File: src/rtl/inc_adc_pkg.sv
package inc_adc_pkg;

  typedef enum logic {
    PH_CLEAR = 1'b0,
    PH_INTEG = 1'b1
  } phase_e;

  function automatic int unsigned pick_log(input int unsigned idx,
                                           input int unsigned l0,
                                           input int unsigned l1,
                                           input int unsigned l2,
                                           input int unsigned l3);
    case (idx)
      0: return l0;
      1: return l1;
      2: return l2;
      default: return l3;
    endcase
  endfunction

  function automatic int unsigned max_log(input int unsigned l0,
                                          input int unsigned l1,
                                          input int unsigned l2,
                                          input int unsigned l3);
    int unsigned m;
    m = l0;
    if (l1 > m) m = l1;
    if (l2 > m) m = l2;
    if (l3 > m) m = l3;
    return m;
  endfunction

endpackage

File: src/rtl/inc_adc_phase_ctrl.sv
module inc_adc_phase_ctrl
  import inc_adc_pkg::*;
#(
  parameter int unsigned LOG_W0 = 8,
  parameter int unsigned LOG_W1 = 10,
  parameter int unsigned LOG_W2 = 12,
  parameter int unsigned LOG_W3 = 16,
  parameter int unsigned CNT_W  = 17
) (
  input  logic             clk,
  input  logic             rst_n,
  input  logic [1:0]       win_sel,
  output logic             clear_o,
  output logic             capture_o,
  output logic [CNT_W-1:0] win_len_o
);

  localparam int unsigned CLEAR_CYC = 2;
  localparam logic [CNT_W-1:0] CLEAR_LAST = CNT_W'(CLEAR_CYC - 1);
  localparam logic [CNT_W-1:0] ONE = CNT_W'(1);

  logic [CNT_W-1:0] len_tab [4];

  for (genvar g = 0; g < 4; g++) begin : g_len
    localparam int unsigned LG = pick_log(g, LOG_W0, LOG_W1, LOG_W2, LOG_W3);
    assign len_tab[g] = ONE << LG;
  end

  phase_e           phase_q, phase_d;
  logic [CNT_W-1:0] pcnt_q, pcnt_d;
  logic [CNT_W-1:0] win_q, win_d;
  logic             win_en;

  always_comb begin
    phase_d = phase_q;
    pcnt_d  = pcnt_q + ONE;
    win_en  = 1'b0;
    win_d   = len_tab[win_sel];
    case (phase_q)
      PH_CLEAR: begin
        if (pcnt_q == CLEAR_LAST) begin
          phase_d = PH_INTEG;
          pcnt_d  = '0;
          win_en  = 1'b1;
        end
      end
      default: begin
        if (pcnt_q == win_q - ONE) begin
          phase_d = PH_CLEAR;
          pcnt_d  = '0;
        end
      end
    endcase
  end

  always_ff @(posedge clk or negedge rst_n) begin
    if (!rst_n) begin
      phase_q <= PH_CLEAR;
      pcnt_q  <= '0;
    end else begin
      phase_q <= phase_d;
      pcnt_q  <= pcnt_d;
    end
  end

  always_ff @(posedge clk or negedge rst_n) begin
    if (!rst_n) begin
      win_q <= ONE << LOG_W0;
    end else if (win_en) begin
      win_q <= win_d;
    end
  end

  assign clear_o   = (phase_q == PH_CLEAR);
  assign capture_o = clear_o && (pcnt_q == '0);
  assign win_len_o = win_q;

  // clear phase is exactly two cycles long
  p_clear_len_r2: assert property (@(posedge clk) disable iff (!rst_n)
    $rose(clear_o) |=> clear_o ##1 !clear_o)
    else $error("clear phase length wrong");

  // position inside the window never reaches the window length
  p_win_bound_r3: assert property (@(posedge clk) disable iff (!rst_n)
    !clear_o |-> (pcnt_q < win_q))
    else $error("window position out of range");

  // window length frozen across an integrate phase
  p_win_frozen_r8: assert property (@(posedge clk) disable iff (!rst_n)
    (!clear_o && !$past(clear_o)) |-> $stable(win_q))
    else $error("window length changed mid window");

endmodule

File: src/rtl/inc_adc_ones_count.sv
module inc_adc_ones_count #(
  parameter int unsigned CNT_W = 17
) (
  input  logic             clk,
  input  logic             rst_n,
  input  logic             count_en,
  input  logic             bit_i,
  input  logic             capture_i,
  input  logic [CNT_W-1:0] win_len_i,
  output logic [CNT_W-2:0] sample_o,
  output logic             valid_o
);

  localparam int unsigned RES = CNT_W - 1;
  localparam logic [CNT_W-1:0] ONE = CNT_W'(1);

  logic [CNT_W-1:0] ones_q, ones_d;
  logic [RES-1:0]   sample_q;
  logic [CNT_W-1:0] sat_w;
  logic             valid_q, valid_d;
  logic             armed_q;
  logic             ones_en;

  // full-density count of W is clipped to W-1
  assign sat_w = (ones_q >= win_len_i) ? (win_len_i - ONE) : ones_q;

  always_comb begin
    ones_en = capture_i || (count_en && bit_i);
    ones_d  = capture_i ? '0 : (ones_q + ONE);
    valid_d = capture_i && armed_q;
  end

  always_ff @(posedge clk or negedge rst_n) begin
    if (!rst_n) begin
      ones_q <= '0;
    end else if (ones_en) begin
      ones_q <= ones_d;
    end
  end

  always_ff @(posedge clk or negedge rst_n) begin
    if (!rst_n) begin
      sample_q <= '0;
    end else if (capture_i) begin
      sample_q <= sat_w[RES-1:0];
    end
  end

  always_ff @(posedge clk or negedge rst_n) begin
    if (!rst_n) begin
      valid_q <= 1'b0;
      armed_q <= 1'b0;
    end else begin
      valid_q <= valid_d;
      if (capture_i) armed_q <= 1'b1;
    end
  end

  assign sample_o = sample_q;
  assign valid_o  = valid_q;

  // the raw count never exceeds the window length
  p_no_overflow_r6: assert property (@(posedge clk) disable iff (!rst_n)
    ones_q <= win_len_i)
    else $error("ones count above window length");

  // every presented result fits below the window length
  p_sample_fits_r6: assert property (@(posedge clk) disable iff (!rst_n)
    valid_q |-> ({1'b0, sample_q} < win_len_i))
    else $error("result not clipped");

  // strobe lasts a single cycle
  p_valid_pulse_r7: assert property (@(posedge clk) disable iff (!rst_n)
    valid_q |=> !valid_q)
    else $error("valid longer than one cycle");

  // result changes only together with its strobe
  p_hold_r5: assert property (@(posedge clk) disable iff (!rst_n)
    (sample_q != $past(sample_q)) |-> valid_q)
    else $error("result changed without strobe");

endmodule

File: src/rtl/inc_adc_seq.sv
module inc_adc_seq
  import inc_adc_pkg::*;
#(
  parameter int unsigned LOG_W0 = 8,
  parameter int unsigned LOG_W1 = 10,
  parameter int unsigned LOG_W2 = 12,
  parameter int unsigned LOG_W3 = 16
) (
  input  logic        clk,
  input  logic        rst_n,
  input  logic        cmp_bit,
  input  logic [1:0]  win_sel,
  output logic        ref_sel,
  output logic        integ_zero,
  output logic [max_log(LOG_W0, LOG_W1, LOG_W2, LOG_W3)-1:0] sample_out,
  output logic        sample_valid
);

  localparam int unsigned RES_MAX = max_log(LOG_W0, LOG_W1, LOG_W2, LOG_W3);
  localparam int unsigned CNT_W   = RES_MAX + 1;

  logic             clear_w;
  logic             capture_w;
  logic [CNT_W-1:0] win_len_w;

  inc_adc_phase_ctrl #(
    .LOG_W0(LOG_W0), .LOG_W1(LOG_W1), .LOG_W2(LOG_W2), .LOG_W3(LOG_W3),
    .CNT_W (CNT_W)
  ) u_ctrl (
    .clk       (clk),
    .rst_n     (rst_n),
    .win_sel   (win_sel),
    .clear_o   (clear_w),
    .capture_o (capture_w),
    .win_len_o (win_len_w)
  );

  inc_adc_ones_count #(
    .CNT_W(CNT_W)
  ) u_count (
    .clk       (clk),
    .rst_n     (rst_n),
    .count_en  (!clear_w),
    .bit_i     (cmp_bit),
    .capture_i (capture_w),
    .win_len_i (win_len_w),
    .sample_o  (sample_out),
    .valid_o   (sample_valid)
  );

  assign integ_zero = clear_w;
  assign ref_sel    = !clear_w && cmp_bit;

  // no reference is selected while the integrator is held clear
  p_ref_quiet_r4: assert property (@(posedge clk) disable iff (!rst_n)
    integ_zero |-> !ref_sel)
    else $error("reference selected during clear");

  // strobe only in the second clear cycle
  p_valid_in_clear_r7: assert property (@(posedge clk) disable iff (!rst_n)
    sample_valid |-> (integ_zero && $past(integ_zero)))
    else $error("strobe outside clear phase");

endmodule

File: config.mk
export PLATFORM = sky130hd
export DESIGN_NAME = inc_adc_seq
export DESIGN_NICKNAME = d
export VERILOG_FILES = /design/src/rtl/inc_adc_pkg.sv /design/src/rtl/inc_adc_phase_ctrl.sv /design/src/rtl/inc_adc_ones_count.sv /design/src/rtl/inc_adc_seq.sv
export SDC_FILE = /design/constraint.sdc
export NUM_CORES = 1
export LEC_CHECK = 0
export ABC_CLOCK_PERIOD_IN_PS = 2900
export BUFFER_PORTS_ARGS = -buffer_cell sky130_fd_sc_hd__buf_2
export CAP_MARGIN = 25
export CORE_ASPECT_RATIO = 1.1
export CORE_MARGIN = 4
export CORE_UTILIZATION = 30
export CTS_CLUSTER_DIAMETER = 120
export DETAILED_ROUTE_END_ITERATION = 8
export GPL_ROUTABILITY_DRIVEN = 0
export MAX_ROUTING_LAYER = met4
export PLACE_DENSITY_LB_ADDON = 0.3
export SYNTH_ARGS = -nofsm -noshare
export SYNTH_HDL_FRONTEND = slang
export SYNTH_SLANG_ARGS = --single-unit
export TNS_END_PERCENT = 100
File: constraint.sdc
create_clock -name clk -period 2.9 [get_ports clk]
set_input_delay 0.29 -clock clk [delete_from_list [all_inputs] [get_ports clk]]
set_output_delay 0.29 -clock clk [all_outputs]
set_load 0.01 [all_outputs]
Word-level counts from Yosys, hierarchy flattened
Cells that the tools add are included.
{"block": "op_classes", "n_addsub": 3, "order_cmp": 2, "eq_ne": 2, "n_mux": 12, "bitwise_logic": 2, "reduce_logical": 5}
{"operator": "$mux W17", "n": 6}
{"operator": "$add A17 B1 Y17 const B", "n": 2}
{"operator": "$bmux W17 S2", "n": 1}
{"operator": "$eq A17 B1 Y1 const B", "n": 1}
{"operator": "$eq A17 B17 Y1", "n": 1}
{"operator": "$ge A17 B17 Y1", "n": 1}
{"operator": "$logic_not A17 Y1", "n": 1}
{"operator": "$sub A17 B1 Y17 const B", "n": 1}
{"operator": "$mux W16", "n": 1}
{"operator": "$mux W1", "n": 4}
{"operator": "$ge A3 B3 Y1 const B", "n": 1}
{"operator": "$logic_and A1 B1 Y1", "n": 3}
{"operator": "$not A2 Y3", "n": 1}
{"operator": "$logic_or A1 B1 Y1", "n": 1}
{"operator": "$not A1 Y1", "n": 1}
{"block": "totals", "reg_bits": 70, "in_bits": 5, "out_inout_bits": 19, "word_cells": 33}

Logic depth before layout (Yosys ltp)
Gate-level depths: netlist of the first run.
{"block": "depth", "depth_word": 4, "ltp_mapped": 9, "ltp_nobuf": 8}

By module
Synthesis of the first run repeated with hierarchy kept, for this count alone.
{"block": "hier_totals", "cells_unflattened": 449, "hier_area_um2": 3948.8}
{"mod": "inc_adc_ones_count", "instances": 1, "cells_each": 297, "area_each_um2": 2544.9, "seq_area_each_um2": 875.8}
{"mod": "inc_adc_phase_ctrl", "instances": 1, "cells_each": 150, "area_each_um2": 1393.8, "seq_area_each_um2": 551.8}
{"mod": "inc_adc_seq", "instances": 1, "cells_each": 2, "area_each_um2": 10.0, "seq_area_each_um2": 0.0}

Worst setup path before layout of the first run
OpenSTA, ideal clock, no wires.
{"block": "synth_path", "path_kind": "register to register", "start": "register u_ctrl.win_q[8] (netlist: u_ctrl.win_len_o[8])", "end": "register u_ctrl.pcnt_q[10]", "setup_time_ns": 0.121, "arrival_time_ns": 2.269, "required_time_ns": 2.779, "slack_ns": 0.510, "path_stages_with_launch": 10, "n_path_buf": 1, "synth_period_minus_slack_ns": 2.390, "cell_sequence": "dfstp_2 inv_1 ha_1 ha_1 xnor2_1 nor4_1 o21ai_1 o31ai_2 buf_2 nor2_1"}
{"block": "synth_via", "elab_chain_cells": 4}
{"item": "start, declared", "line_no": "inc_adc_phase_ctrl.sv:31", "rtl": "logic [CNT_W-1:0] win_q, win_d;"}
{"item": "start signal, assigned", "line_no": "inc_adc_phase_ctrl.sv:68", "rtl": "win_q <= ONE << LOG_W0;"}
{"item": "start signal, assigned", "line_no": "inc_adc_phase_ctrl.sv:70", "rtl": "win_q <= win_d;"}
{"item": "$sub A17 B1 Y17", "line_no": "inc_adc_phase_ctrl.sv:48", "rtl": "if (pcnt_q == win_q - ONE) begin"}
{"item": "$eq A17 B17 Y1", "line_no": "inc_adc_phase_ctrl.sv:48"}
{"item": "$mux W17", "line_no": "inc_adc_phase_ctrl.sv:48"}
{"item": "$mux W17", "line_no": "inc_adc_phase_ctrl.sv:39", "rtl": "case (phase_q)"}
{"item": "via u_ctrl.pcnt_d[10]", "line_no": "inc_adc_phase_ctrl.sv:30", "rtl": "logic [CNT_W-1:0] pcnt_q, pcnt_d;"}
{"item": "end signal, assigned", "line_no": "inc_adc_phase_ctrl.sv:62", "rtl": "pcnt_q <= pcnt_d;"}
{"item": "end, declared", "line_no": "inc_adc_phase_ctrl.sv:30"}
The timed path passes the listed nets, and every way through them passes these cells.
A chain may end at the register's enable or synchronous reset.

Final worst setup path of the first run
{"block": "layout_path", "start": "register u_ctrl.win_q[8] (netlist: u_ctrl.win_len_o[8])", "end": "register u_ctrl.pcnt_q[13]"}
The elaborated chain is that of the path after synthesis.

==> results.txt, run 1 <==
Crit Path Class = reg2reg
Actual slew at the worst max-slew pin = 666.9 ps
Die area = 11400 sq um
Final hold violations = 0
# diodes = 0
Rel. slew slack = 55.13%
Fin nets = 355
Most used cell, CP = ha_1
Layout cell share with drive strength beyond 1 = 13.74%
Final Non-Filler Cells = 459
Placed insts = 444
Largest net degree at the start of global routing = 40
First-pass GRT wire length = 11.18 mm
Crit start category = register
Setup TNS = 0 ps
Number of global-route vias before repair = 2242
Max-Cap Viols = 0
Syn_area_per_cell = 9.316 sq um
Crit path buffers/inverters = 2
Synth area leader = dfrtp_1
Drt via density = 4.961
Delay-heaviest family, CP = adder cells
Peak Freq = 413.0 MHz
Filler Cells Inserted = 995
Critical-path top delay cell = dfstp_2
Predominant post-synthesis flop cell = dfrtp_1
Number of buffers created by CTS = 9
Initial antenna violation count = 0
IO Port Bufs = 23
DR vias = 2277
Pwr dens = 519.0 nW/um^2
Clock Pin Slew Worst Setup and Hold Paths = 60 ps
Syn_nets = 330
TritonRoute pass-1 iters = 4
Area share of the leading cell type in the synthesized netlist = 47.90%
Max VDD drop = 214.2 uV
Post_cts resized = 0
Root Driver = clkbuf_8
Met3 usage = 3.759%
Post-route ant nets = 0
Postcts setup bufs = 0
Rows = 37
Crit path required time = 3110 ps
Slew Viols, Final = 0
Netlist cell types = 37
Synth warn = 0
Critical path endpoint category = register
Post-synthesis sequential area ratio = 48.80%
Crit Path Max Fanout = 15
Synthesized cell area = 2925 sq um
Skew final = 6.071 ps
Async SR Flop Fraction = 100.0%
Initial detailed-routing violation count = 65
R2R depth = 9
Tot GR Track Use = 12.52%
#FFs+latches synth = 57
Arr. time, crit path = 2630 ps
CTS tree = done
Hold depth = 2
Critical Path Max Stage Delay = 570 ps
Min-delay worst type = in2reg
Clk buf depth = 2
Most frequent cells in the layout = dfrtp_1, nor2_1, nand2_1, buf_2, xor2_1
Clock Sinks = 57
Final setup vio count = 0
DRC = 0
Die X = 102.2 um
Core area = 9444 sq um
RSZ-0062 raised after global routing = no
Met1 Use GR = 16.65%
HPWL after detailed placement = 4.632 mm
EDFF count, synth = 0
Synth area leaders = dfrtp_1, nor2_1, xor2_1
Status = completed
Area Growth Syn to Fin = 14.07%
Most common cell after layout, fill and taps aside = dfrtp_1
Global route overflow = 0
DR WL/cell = 14.00 um
Cell count along the critical path = 9
Met2 Use GR = 18.68%
Critical Path, Cell by Cell = inv_1 > ha_1 > ha_1 > xnor2_1 > nor4_1 > o21ai_1 > o31ai_2 > buf_4 > nor2_1
H-tree levels = 3
IO Pins = 24
Hold_buf cts = 1
Tcrit/Tclk final = 83.49%
Routed WL = 6.426 mm
Top Usage Layer GRT = met2
Total leakage power = 0.001576 uW
Starting Density = 30.98%
Mapped Cells = 314
Period minus WS final = 2421 ps
Clock Latency Late Sink = 330 ps
DIE HEIGHT = 111.6 um
worst reg2reg max path, delay by kind of cell (launching register included):
kind | cells | cell delay [ps]
adder cells (fa/ha/maj) | 2 | 570
AO/OA/AOI/OAI | 2 | 370
buffers and inverters | 2 | 330
flip-flops | 1 | 570
XOR/XNOR | 1 | 130
AND/OR/NAND/NOR | 2 | 340
final timing paths:
check / start / end / slack (ps)
hold reg to reg: u_count.armed_q / u_count.armed_q / 460
max in group asynchronous: rst_n / u_count.sample_o[7] / 1620
min in group asynchronous: rst_n / u_count.ones_q[14] / 440
setup reg to reg: u_ctrl.win_len_o[8] / u_ctrl.pcnt_q[13] / 480
hold / removal: win_sel[0] / u_ctrl.win_len_o[8] / 150
setup / recovery: u_ctrl.win_len_o[8] / u_ctrl.pcnt_q[13] / 480
cell families (layout without fill, tap and decap cells):
family,after synthesis,in the layout,synth area share [%]
flip-flops,57,57,48.80
adder cells (fa/ha/maj),11,11,4.705
XOR/XNOR,29,29,8.683
AO/OA/AOI/OAI,54,54,11.72
buffers and inverters,28,56,4.277
AND/OR/NAND/NOR,135,135,21.81
registers in the layout (all words and copies together) (netlist names):
name and count:
u_count.ones_q 17, u_ctrl.pcnt_q 17, u_count.sample_o 16, u_ctrl.win_len_o 4
u_count.armed_q 1, u_count.valid_o 1, u_ctrl.phase_q 1
through the flow:
step / util, % / total power (uW) / hold WS (ps) / setup WS (ps) / instance area (sq um)
floorplan: - / 997.9 / -5.591 / 509.9 / 2925
global placement: 33.29 / 1047 / 256.1 / 591.0 / 3144
detailed placement: 33.29 / 1050 / 255.8 / 483.5 / 3144
CTS: 35.33 / 1763 / 130.7 / 472.6 / 3337
global route: 35.33 / 1834 / 164.7 / 329.3 / 3337
finish: 35.33 / 1732 / 145.5 / 478.9 / 3337
cell type report:
| class | instances | area (sq um) | share of cell area (%) |
|---|---|---|---|
| Sequential cell | 57 | 1428 | 42.78 |
| Multi-Input combinational cell | 229 | 1373 | 41.13 |
| Timing Repair Buffer | 28 | 155.1 | 4.649 |
| Tap cell | 117 | 146.4 | 4.387 |
| Clock buffer | 10 | 137.6 | 4.124 |
| Inverter | 14 | 52.55 | 1.575 |
| Clock inverter | 4 | 45.04 | 1.350 |
Yosys cell counts (6+ instances only):
cell type  instances
o21ai_0           14
clkbuf_1           7
inv_1             14
nand4_1           13
nand2_1           27
or3_1              7
ha_1              11
nand3_1            6
dfrtp_1           56
xnor2_1           13
nor2_1            54
a31oi_1            6
nor4_1             6
xor2_1            16
a21oi_1           15
nor3_1            10
power by group:
part           internal, uW  switching, uW  leakage [uW]  total, uW
Sequential              827           49.3      0.000739        876
Clock                   405            294     0.0000978        700
Combinational          61.6           94.5      0.000740        156
Total                  1290            438       0.00158       1730
metal layers:
metal / routed length (um) / up-vias
met1: 3055 / 1107
met5: 0 / -
li1: - / 1131
met2: 3043 / 33
met4: 32 / 0
met3: 293 / 6
Note: power is estimated with default switching activity, not from simulation.
==> run 2: changes to the inputs <==
- ABC_AREA: unset -> 1
- ABC_CLOCK_PERIOD_IN_PS: 2900 -> 2000
- clock period: 2.9 -> 2 ns (I/O delays scaled with it)
==> run 2 against run 1 <==
Effect of this change: area after synthesis rose by 13%; largest cell class is now multi-input gates; global-route usage up 0.20 points; combinational power increased by 110%; first-iteration DRC count is 22% higher; sequential power rose by 50%; synthesized cell count up 35%.
==> results.txt, run 2 <==
Min-delay worst type = in2reg (unchanged)
Crit start category = register (unchanged)
DR WL/cell = 12.18 um (was 14.00 um)
Number of global-route vias before repair = 2578 (was 2242)
DIE HEIGHT = 118.2 um (was 111.6 um)
Max-Cap Viols = 0 (unchanged)
Netlist cell types = 34 (was 37)
Post-Synth Adder-Cell Area = 4.157% (was 4.705%)
Count leader, synth = nand2_1 (was dfrtp_1)
HPWL after detailed placement = 5.503 mm (was 4.632 mm)
IO Port Bufs = 23 (unchanged)
Synth warn = 0 (unchanged)
Tcrit/Tclk final = 96.76% (was 83.49%)
Crit path required time = 2210 ps (was 3110 ps)
Arr. time, crit path = 2150 ps (was 2630 ps)
Most frequent cells in the layout = nand2_1, inv_1, nor2_1, dfrtp_1, nand3_1 (was dfrtp_1, nor2_1, nand2_1, buf_2, xor2_1)
Initial antenna violation count = 0 (unchanged)
Drt via density = 4.433 (was 4.961)
Synth area leaders = dfrtp_1, nand2_1, nor2_1 (was dfrtp_1, nor2_1, xor2_1)
Predominant post-synthesis flop cell = dfrtp_1 (unchanged)
CTS tree = done (unchanged)
Sequential power share = 41.5% (was 50.6%)
RSZ-0062 raised after global routing = yes (was no)
Critical path endpoint category = register (unchanged)
DRC = 0 (unchanged)
Die area = 12780 sq um (was 11400 sq um)
TritonRoute pass-1 iters = 4 (unchanged)
Crit Path Class = reg2reg (unchanged)
DR vias = 2735 (was 2277)
Area share of the leading cell type in the synthesized netlist = 42.33% (was 47.90%)
Clock Power Share = 48.3% (was 40.4%)
Fin Hold WS = 52.66 ps (was 145.5 ps)
Skew final = 8.957 ps (was 6.071 ps)
DP Area = 3680 sq um (was 3144 sq um)
Setup TNS = 0 ps (unchanged)
# diodes = 0 (unchanged)
Peak Freq = 516.8 MHz (was 413.0 MHz)
IO Pins = 24 (unchanged)
Largest family of logic cells by synthesized area = simple AND/OR/NAND/NOR gates (unchanged)
Post-route ant nets = 0 (unchanged)
Clock Sinks = 57 (unchanged)
First-pass GRT wire length = 12.54 mm (was 11.18 mm)
Post-Synth Simple-Gate Area = 32.12% (was 21.81%)
Synth area leader = dfrtp_1 (unchanged)
Actual slew at the worst max-slew pin = 504.5 ps (was 666.9 ps)
Total leakage power = 0.002127 uW (was 0.001576 uW)
Slew Viols, Final = 0 (unchanged)
Async SR Flop Fraction = 100.0% (unchanged)
Global route overflow = 0 (unchanged)
Crit Path Max Fanout = 8 (was 15)
Period minus WS final = 1935 ps (was 2421 ps)
Clock Pin Slew Worst Setup and Hold Paths = 50 ps (was 60 ps)
Fin nets = 485 (was 355)
Synth Area in Compound Gates = 7.143% (was 11.72%)
Area Growth Syn to Fin = 22.00% (was 14.07%)
Layout cell share with drive strength beyond 1 = 18.78% (was 13.74%)
Starting Density = 31.27% (was 30.98%)
Rel. slew slack = 66.16% (was 55.13%)
Critical-path top delay cell = dfstp_2 (unchanged)
Int Pwr = 2343 uW (was 1294 uW)
Top cells by count, synth = nand2_1, nor2_1, inv_1 (was dfrtp_1, nor2_1, nand2_1)
Max VDD drop = 463.2 uV (was 214.2 uV)
Switch Pwr = 810.9 uW (was 437.9 uW)
Routed WL = 7.514 mm (was 6.426 mm)
Largest net degree at the start of global routing = 58 (was 40)
Syn_nets = 441 (was 330)
Clk buf depth = 2 (unchanged)
Number of buffers created by CTS = 9 (unchanged)
Root Driver = clkbuf_16 (was clkbuf_8)
Cell area after layout = 4039 sq um (was 3337 sq um)
Final hold violations = 0 (unchanged)
Clock Latency Late Sink = 330 ps (about the same)
Final setup vio count = 0 (unchanged)
H-tree levels = 3 (unchanged)
Syn_area_per_cell = 7.790 sq um (was 9.316 sq um)
Switching Fraction = 25.71% (was 25.29%)
Die X = 108.2 um (was 102.2 um)
Rows = 39 (was 37)
Xor and xnor fraction of the mapped netlist area = 4.762% (was 8.683%)
Post-synthesis sequential area ratio = 43.12% (was 48.80%)
EDFF count, synth = 0 (unchanged)
Critical Path Max Stage Delay = 520 ps (was 570 ps)
Synthesized cell area = 3311 sq um (was 2925 sq um)
Tot GR Track Use = 12.72% (was 12.52%)
Initial detailed-routing violation count = 79 (was 65)
Multiplexer share of the synthesized area = 0% (unchanged)
Combinational share of power = 10.3% (was 9.0%)
Pwr dens = 780.8 nW/um^2 (was 519.0 nW/um^2)
Core area = 10590 sq um (was 9444 sq um)
#FFs+latches synth = 57 (unchanged)
Status = completed (unchanged)
Mapped Cells = 425 (was 314)
Most common cell after layout, fill and taps aside = nand2_1 (was dfrtp_1)
Critical Path, Cell by Cell = inv_1 > ha_2 > ha_4 > xor2_1 > nand3_1 > nor2_2 > nand3_2 > nand2_4 > nor2_1 (was inv_1 > ha_1 > ha_1 > xnor2_1 > nor4_1 > o21ai_1 > o31ai_2 > buf_4 > nor2_1)
run 2: per-layer routing:
metal  vias to the layer above  GRT usage (%)  routed length [um]
met5                         -              -                   0
met3                        11          3.490                 254
met4                         0          4.262                 108
met1                      1255          16.54                3614
li1                       1434              -                   -
met2                        35          19.13                3537
run 2: logic make-up after synthesis:
logic type               after synthesis
AO/OA/AOI/OAI                         37
XOR/XNOR                              18
adder cells (fa/ha/maj)               11
buffers and inverters                 69
flip-flops                            57
AND/OR/NAND/NOR                      233
run 2: cell type report:
class,count,area (sq um)
Tap cell,143,178.9
Clock buffer,11,242.7
Clock inverter,5,55.05
Timing Repair Buffer,39,262.8
Inverter,62,232.7
Fill cell,1120,6550
Sequential cell,57,1428
Multi-Input combinational cell,300,1639
run 2: power by group through the flow:
stage	sequential, uW	clock (uW)	combinational [uW]
after detailed placement	1330	0	314
after global placement	1320	0	306
after floorplan	1300	0	218
after CTS	1310	1560	316
final	1310	1520	324
after global routing	1320	1630	371
run 2: worst paths after layout:
check / from / endpoint / slack [ps] / cells after the start
setup / recovery: u_ctrl.win_len_o[8] / u_ctrl.pcnt_q[12] / 60 / 9
hold / removal: win_sel[0] / u_ctrl.win_len_o[8] / 50 / 2
setup reg to reg: u_ctrl.win_len_o[8] / u_ctrl.pcnt_q[12] / 60 / 9
hold reg to reg: u_count.armed_q / u_count.armed_q / 450 / 2
max in group asynchronous: rst_n / u_ctrl.win_len_o[8] / 1300 / 3
min in group asynchronous: rst_n / u_ctrl.pcnt_q[2] / 390 / 3
run 2: through the flow:
stage	worst slack (ps)	instances	total power, uW	utilization [%]
2_1_floorplan	28.33	425	1523	-
5_1_grt	-34.99	617	3321	38.14
3_3_place_gp	15.64	598	1629	34.75
3_5_place_dp	-35.00	598	1640	34.75
4_1_cts	27.58	615	3187	37.71
6_report	64.88	617	3154	38.14
run 2: worst max-delay path: cells and delay by family, from the launching register on:
family        cells  cell delay, ps
xor+xnor          1             130
fa+ha+maj         2             480
buf+inv           1              50
flops             1             520
simple gates      5             640
run 2: timing repair:
action / in CTS / in global routing
cloned: 0 / 1
hold buffers: 1 / 0
pin swaps: 0 / 4
gates resized for setup: 1 / 9
hold endpoints to repair: 56 / 0
setup buffers: 0 / 1
endpoints found under the setup margin: 15 / 16
